## src/rtl/uart_line_status.sv

```systemverilog
module uart_line_status #(
  parameter int DEPTH = 16,
  parameter int DW    = 8
) (
  input  logic          clk,
  input  logic          rst_n,
  input  logic          fifo_mode,
  input  logic          rx_valid,
  input  logic [DW-1:0] rx_char,
  input  logic          rx_par_err,
  input  logic          rx_stop_err,
  input  logic          rx_silent,
  input  logic          rx_pop,
  input  logic          stat_read,
  input  logic          tx_write,
  input  logic          tx_load,
  input  logic          tx_done,
  input  logic          tx_irq_en,
  output logic [DW-1:0] rx_head,
  output logic [7:0]    line_status,
  output logic          tx_irq
);
  localparam int AW = $clog2(DEPTH);
  localparam int CW = $clog2(DEPTH + 1);
  localparam int EW = DW + 3;

  logic          mode_q;
  logic [EW-1:0] mem [DEPTH];
  logic [AW-1:0] wp, rp;
  logic [CW-1:0] rcnt, ecnt, ecnt_n, tcnt, tcnt_n;
  logic          ovr, perr, serr, sil, agg, busy;

  wire          mode_chg = fifo_mode != mode_q;
  wire [CW-1:0] cap      = mode_q ? CW'(DEPTH) : CW'(1);
  wire          rx_empty = rcnt == '0;
  wire          pop      = rx_pop && !rx_empty && !mode_chg;
  wire          in_v     = rx_valid && !mode_chg;
  wire          full     = rcnt == cap;
  wire          push     = in_v && (!full || pop);
  wire          over     = in_v && full && !pop;
  wire          ovwr     = over && !mode_q;

  wire [2:0]    in_err   = {rx_par_err, rx_stop_err, rx_silent};
  wire [EW-1:0] in_ent   = {in_err, rx_char};
  wire [EW-1:0] head     = mem[rp];
  wire [AW-1:0] rp_nx    = rp + 1'b1;
  wire [EW-1:0] nxt_ent  = mem[rp_nx];
  wire          head_err = |head[EW-1:DW];

  wire          arr_push = (push && (rx_empty || (pop && rcnt == CW'(1)))) || ovwr;
  wire          arr_pop  = pop && rcnt > CW'(1);
  wire [2:0]    arr_err  = arr_push ? in_err : (arr_pop ? nxt_ent[EW-1:DW] : 3'b000);

  always_comb begin
    ecnt_n = ecnt + CW'(push && mode_q && |in_err) - CW'(pop && mode_q && head_err);
  end

  always_ff @(posedge clk) begin
    if (ovwr)      mem[rp] <= in_ent;
    else if (push) mem[wp] <= in_ent;
  end

  always_ff @(posedge clk or negedge rst_n) begin
    if (!rst_n) begin
      mode_q <= 1'b0;
      wp     <= '0;
      rp     <= '0;
      rcnt   <= '0;
      ecnt   <= '0;
      ovr    <= 1'b0;
      perr   <= 1'b0;
      serr   <= 1'b0;
      sil    <= 1'b0;
      agg    <= 1'b0;
    end else if (mode_chg) begin
      mode_q <= fifo_mode;
      wp     <= '0;
      rp     <= '0;
      rcnt   <= '0;
      ecnt   <= '0;
      ovr    <= 1'b0;
      perr   <= 1'b0;
      serr   <= 1'b0;
      sil    <= 1'b0;
      agg    <= 1'b0;
    end else begin
      if (push) wp <= wp + 1'b1;
      if (pop)  rp <= rp_nx;
      rcnt <= rcnt + CW'(push) - CW'(pop);
      ecnt <= ecnt_n;
      ovr  <= over       | (ovr  & !stat_read);
      perr <= arr_err[2] | (perr & !stat_read);
      serr <= arr_err[1] | (serr & !stat_read);
      sil  <= arr_err[0] | (sil  & !stat_read);
      agg  <= mode_q && (ecnt_n != '0 || (agg && !stat_read));
    end
  end

  wire tw = tx_write && tcnt != cap;
  wire tl = tx_load && tcnt != '0;

  always_comb tcnt_n = tcnt + CW'(tw) - CW'(tl);

  always_ff @(posedge clk or negedge rst_n) begin
    if (!rst_n) begin
      tcnt   <= '0;
      busy   <= 1'b0;
      tx_irq <= 1'b0;
    end else begin
      tcnt <= tcnt_n;
      busy <= tl | (busy & !tx_done);
      if (tx_write || !tx_irq_en)                tx_irq <= 1'b0;
      else if (tcnt != '0 && tcnt_n == '0)       tx_irq <= 1'b1;
    end
  end

  wire thre = tcnt == '0;

  assign rx_head     = head[DW-1:0];
  assign line_status = {agg, thre && !busy, thre, sil, serr, perr, ovr, !rx_empty};
endmodule

```

## config.mk

```make
export PLATFORM = sky130hd
export DESIGN_NAME = uart_line_status
export DESIGN_NICKNAME = d
export VERILOG_FILES = /design/src/rtl/uart_line_status.sv
export SDC_FILE = /design/constraint.sdc
export NUM_CORES = 1
export LEC_CHECK = 0
export ABC_AREA = 1
export ABC_CLOCK_PERIOD_IN_PS = 4470
export BUFFER_PORTS_ARGS = -buffer_cell sky130_fd_sc_hd__buf_2
export CAP_MARGIN = 0
export CORE_ASPECT_RATIO = 1.75
export CORE_MARGIN = 4
export CORE_UTILIZATION = 55
export DETAILED_ROUTE_END_ITERATION = 8
export GPL_ROUTABILITY_DRIVEN = 0
export PLACE_DENSITY = 0.71
export SLEW_MARGIN = 10
export SYNTH_ARGS = -nofsm -noshare
export SYNTH_HDL_FRONTEND = slang
export SYNTH_SLANG_ARGS = --single-unit
```

## constraint.sdc

```tcl
create_clock -name clk -period 4.47 [get_ports clk]
set_clock_uncertainty 0.2 [all_clocks]
set_input_delay 0.447 -clock clk [delete_from_list [all_inputs] [get_ports clk]]
set_output_delay 0.447 -clock clk [all_outputs]
set_load 0.005 [all_outputs]
```

# Word-level counts from Yosys, hierarchy flattened
# Memory sizes are Yosys's and may differ from the RTL's.
# Cells that the tools add are included.
# classes
n_addsub	8
n_lt_le_gt_ge	1
n_eq_ne	4
n_mux	24
bitwise_logic	10
reduce_logical	45
# op_table
op	n
logical AND 1 bit	20
two-way mux 4 bit	5
adder 5 x 1 -> 5 bit	3
zero test 5 bit	3
two-way mux 5 bit	3
subtractor 5 x 1 -> 5 bit	3
two-way mux 1 bit	13
two-way mux 11 bit	1
OR reduction 11 bit	1
nonzero test 5 bit	2
zero test 1 bit	9
adder 4 x 1 -> 4 bit, second input constant	2
two-way mux 3 bit	2
nonzero test 2 bit	3
OR reduction 3 bit	2
AND 1 bit	5
equality test 5 x 1 -> 1 bit, second input constant	1
equality test 5 bit	1
greater-than comparator 5 x 1 -> 1 bit, second input constant	1
logical OR 1 bit	5
!= test 5 bit	1
bitwise OR 1 bit	5
!= test 1 bit	1
# word_totals
regBits	31
mem_bits_rw	176
inputBits	21
out_inout_bits	17
word_cells	106
mem_count	1
# mem_list
memory	words	word_bits	read_ports	rd_ports_with_merged_regs	write_ports	line	source
mem	16	11	2	0	1	28	logic [EW-1:0] mem [DEPTH];

# Longest topological paths before layout
# logic_depth
depth_word	14
mapped_depth	19
mapped_depth_nobuf	18

# Worst setup path after synthesis
# No wires, ideal clock.
# synth_path
path_kind	register -> register
start	reg rp[0]
end	reg agg
setup_time_ns	0.129
arrival_ns	2.749
required_time_ns	4.141
slack_ns	1.392
path_stages_with_launch	18
path_buffers	3
period_less_slack_ns	3.078
path_cell_list	dfrtp_1 > buf_2 > buf_2 > buf_2 > nor4_1 > nor2_1 > nand2_1 > nand3_1 > nor2_1 > nor2_1 > ha_1 > inv_1 > ha_1 > fa_1 > xnor2_1 > nand3_1 > a21oi_1 > a31oi_1
# synth_between
elab_chain_len	8
# synth_rtl
element	line	source
start: declaration	29	logic [AW-1:0] wp, rp;
start signal: assignment	88	if (pop) rp <= rp_nx;
memory (16 x 11 bit)	n/a	
OR reduction 3 bit	48	wire head_err = |head[EW-1:DW];
logical AND 1 bit	55	ecnt_n = ecnt + CW'(push && mode_q && |in_err) - CW'(pop && mode_q && head_err);
subtractor 5 x 1 -> 5 bit	55	
nonzero test 5 bit	95	agg <= mode_q && (ecnt_n != '0 || (agg && !stat_read));
logical OR 1 bit	95	
logical AND 1 bit	95	
two-way mux 1 bit	75	end else if (mode_chg) begin
end signal: assignment	95	
end: declaration	31	logic ovr, perr, serr, sil, agg, busy;
# Every way passes these cells.
# A chain may end at the register's enable or synchronous reset.

# Final worst setup path
# layout_path
start	reg rp[0]
end	out rx_head[2]
# layout_between
elab_chain_len	1
# layout_rtl
element	line	source
memory (16 x 11 bit)	n/a	
end: declaration	19	output logic [DW-1:0] rx_head,
# Every way passes these cells.

==> results.json <==
{
  "synth_area_leader_cell": "edfxtp_1",
  "drtIter0Drc": 494,
  "initial_core_util": 0.561,
  "cts_tree": "built",
  "cts_resized": 0,
  "wl_um": 22100,
  "rr_worst_depth": 15,
  "arrival_ps": 2910,
  "routed_via_density": 5.84,
  "power_per_cell_area_nw_per_um2": 507,
  "p_leak_nw": 4.03,
  "cp.required_ps": 3820,
  "nFillCells": 1267,
  "cts_buffers": 19,
  "syn_to_final_growth_pct": 12.1,
  "slowest_delay_ps": 530,
  "ys_top_cells_by_area": "edfxtp_1 57%, dfrtp_1 8.4%, nand2_1 5.1%",
  "grt_pass1_wl_um": 34400,
  "synth_top_cell_area_share": 0.570,
  "cts_sinks": 207,
  "drive_above_1_share": 0.144,
  "post-route-min-period_ps": 3560,
  "hold_path.class": "input port to register",
  "synth_sequential_area_ratio": 0.654,
  "crit_path_cell_trace": "buf_4, buf_4, a21oi_1, a221oi_1, o21ai_0, nand2_1, buf_2",
  "n_antenna_cell": 0,
  "synth.distinct_cells": 43,
  "tightest_slew_ps": 856,
  "io_pins": 38,
  "register_area_um2": 6060,
  "syn_area_um2": 9270,
  "hpwl_um": 14900,
  "fin_crit_sh": 0.796,
  "relSlewSlack": 0.429,
  "routedWlPerCell_um": 20.0,
  "ir_worst_vdd_mv": 0.370,
  "cts_root_buffer": "clkbuf_16",
  "nets": 912,
  "clk_pin_slew_ps": 70,
  "portBuffers": 37,
  "ant_nets": 0,
  "final_cells": 1104,
  "worst_setup_path_end_kind": "output port",
  "core_region_area_um2": 16500,
  "clk_latency_ps": 480,
  "fmax_ghz": 0.281,
  "multi_input_area_um2": 2740,
  "dr_total_vias": 6446,
  "min_path_cells": 3,
  "grt_max_degree": 72,
  "htree_levels": 1,
  "grtUsageTotal": 0.230,
  "syn_avg_cell_area_um2": 11.3,
  "overflow": 0,
  "grt_antenna_before_repair": 0,
  "cp-start-kind": "register",
  "die_h_um": 180,
  "cts.path.max_buffers": 3,
  "cts_setup_buffers": 0,
  "die_area_um2": 19100,
  "synth-seq-cells": 207,
  "maxSlewViolCount": 0,
  "syn_inst": 820,
  "finalSetupTns_ps": 0,
  "fp-row-count": 62,
  "dp_cells": 1065,
  "drt-pass1-iter-count": 5,
  "drc_errors": 0,
  "crit_fanout": 71,
  "path_class": "register to output port",
  "hold_viol": 0,
  "syn_nets": 865,
  "slowest_stage": "buf_4",
  "die_w_um": 106,
  "synth_warnings": 0,
  "rsz0062_at_grt": "false",
  "max-cap-violations": 0,
  "crit_path_frequent_cell": "buf_4",
  "finalPower_mw": 5.26,
  "finalSetupViolCount": 0,
  "status": "finished clean",
  "grt_pass1_vias": 6660
}
[metal layers]
layer  wire length [um]  global-route usage
met5                  0                   0
met4                847               0.102
met2              12200               0.431
met3               1340              0.0319
met1               7680               0.255
[repair_timing]
item                                   4_1_cts  5_1_grt
hold buffers                                 5        0
endpoints found under the hold margin       34        0
setup endpoints to repair                    0        0
[cell families after synthesis]
kind of cell | count (synthesis) | share of synthesized area
AOI/OAI and AO/OA | 154 | 0.0965
DFF | 207 | 0.654
adders and majority gates | 24 | 0.0348
xor gates and xnor gates | 12 | 0.0113
and+or+nand+nor | 312 | 0.153
buffers and inverters | 111 | 0.0509
[worst max-delay path, delay by kind of cell (launching register included)]
family          cells  cell delay, ps
compound gates      3             760
buf+inv             3            1170
simple gates        1             100
flops               1             360
[cell usage in the layout, fill, tap and decap left out, types with 2 or more instances in the layout]
| master | synthesis | routed |
|---|---|---|
| edfxtp_1 | 176 | 176 |
| clkinv_2 | 0 | 2 |
| clkbuf_16 | 0 | 19 |
| o21ai_1 | 2 | 2 |
| buf_2 | 13 | 37 |
| fa_1 | 3 | 3 |
| inv_1 | 63 | 62 |
| o22ai_1 | 14 | 14 |
| nand3_2 | 2 | 2 |
| buf_4 | 6 | 25 |
| nor2_4 | 4 | 4 |
| dfrtp_1 | 31 | 30 |
| clkinv_4 | 0 | 2 |
| or2_2 | 2 | 2 |
| nand2_1 | 125 | 125 |
| inv_2 | 6 | 7 |
| nand4_1 | 13 | 13 |
| nand2_4 | 4 | 4 |
| nand3_1 | 59 | 59 |
| nor2_1 | 86 | 86 |
| a21oi_1 | 51 | 51 |
| clkinv_1 | 1 | 4 |
| nand2_2 | 9 | 9 |
| ha_1 | 21 | 21 |
| nand3_4 | 2 | 2 |
| nor3_1 | 3 | 3 |
| a221oi_1 | 10 | 10 |
| clkbuf_8 | 0 | 5 |
| o21ai_0 | 61 | 61 |
| nor4_1 | 2 | 2 |
| o221ai_1 | 6 | 6 |
| dlygate4sd3_1 | 0 | 5 |
| xnor2_1 | 3 | 3 |
| xor2_1 | 9 | 9 |
[per-stage QoR]
stage,hold slack [ps],utilization,cell area (um2),worst slack [ps]
after global routing,71.9,0.629,10400,687
after floorplan,-48.6,-,9270,1390
after CTS,37.7,0.629,10400,932
after detailed placement,303,0.588,9720,959
after global placement,301,0.588,9720,1040
final,47.7,0.629,10400,914
[path summary, 6_finish.rpt]
check	startpoint	to	slack, ps
max in group asynchronous	rst_n	rp[0]$_DFFE_PN0P_	3220
worst max-delay path	rp[0]$_DFFE_PN0P_	rx_head[2]	910
min in group asynchronous	rst_n	ecnt[3]$_DFF_PN0_	340
worst max register to register	rp[1]$_DFFE_PN0P_	agg$_DFF_PN0_	940
worst min-delay path	tx_load	busy$_DFF_PN0_	50
worst min register to register	tx_irq$_DFFE_PN0P_	tx_irq$_DFFE_PN0P_	350
[sequential cells by signal, summed over array words and instances, names as in the netlist, 4 cells and up]
name,cells
wp,4
rp,4
ecnt,5
mem,176
tcnt,5
rcnt,5
[report_power, final]
group          switching, mW  internal, mW  total (mW)
sequential            0.0716          2.20        2.27
clock                  0.671         0.925        1.60
combinational          0.925         0.470        1.40
total                   1.67          3.60        5.26
[cells in the mapped netlist (all sizes together)]
library cell  count
a221oi           10
a21oi            52
a31oi             1
xnor2             3
a31o              1
o21a              1
o311ai            1
nand3b            1
nand4            13
clkbuf           17
nand2           138
nor2             90
ha               21
edfxtp          176
nor4              2
inv              69
nor3              3
buf              24
nand3            63
o31ai             1
xor2              9
o21ai            65
o41ai             1
o22ai            14
or2               2
o21bai            1
o221ai            6
fa                3
clkinv            1
dfrtp            31
[layout make-up]
| cell class | count | share of cell area |
|---|---|---|
| Sequential cell | 207 | 0.583 |
| Multi-Input combinational cell | 502 | 0.264 |
| Clock buffer | 25 | 0.0527 |
| Timing Repair Buffer | 67 | 0.0407 |
| Tap cell | 224 | 0.0270 |
| Inverter | 70 | 0.0253 |
| Clock inverter | 9 | 0.00746 |
No activity file was read; power rests on OpenSTA's default activity.
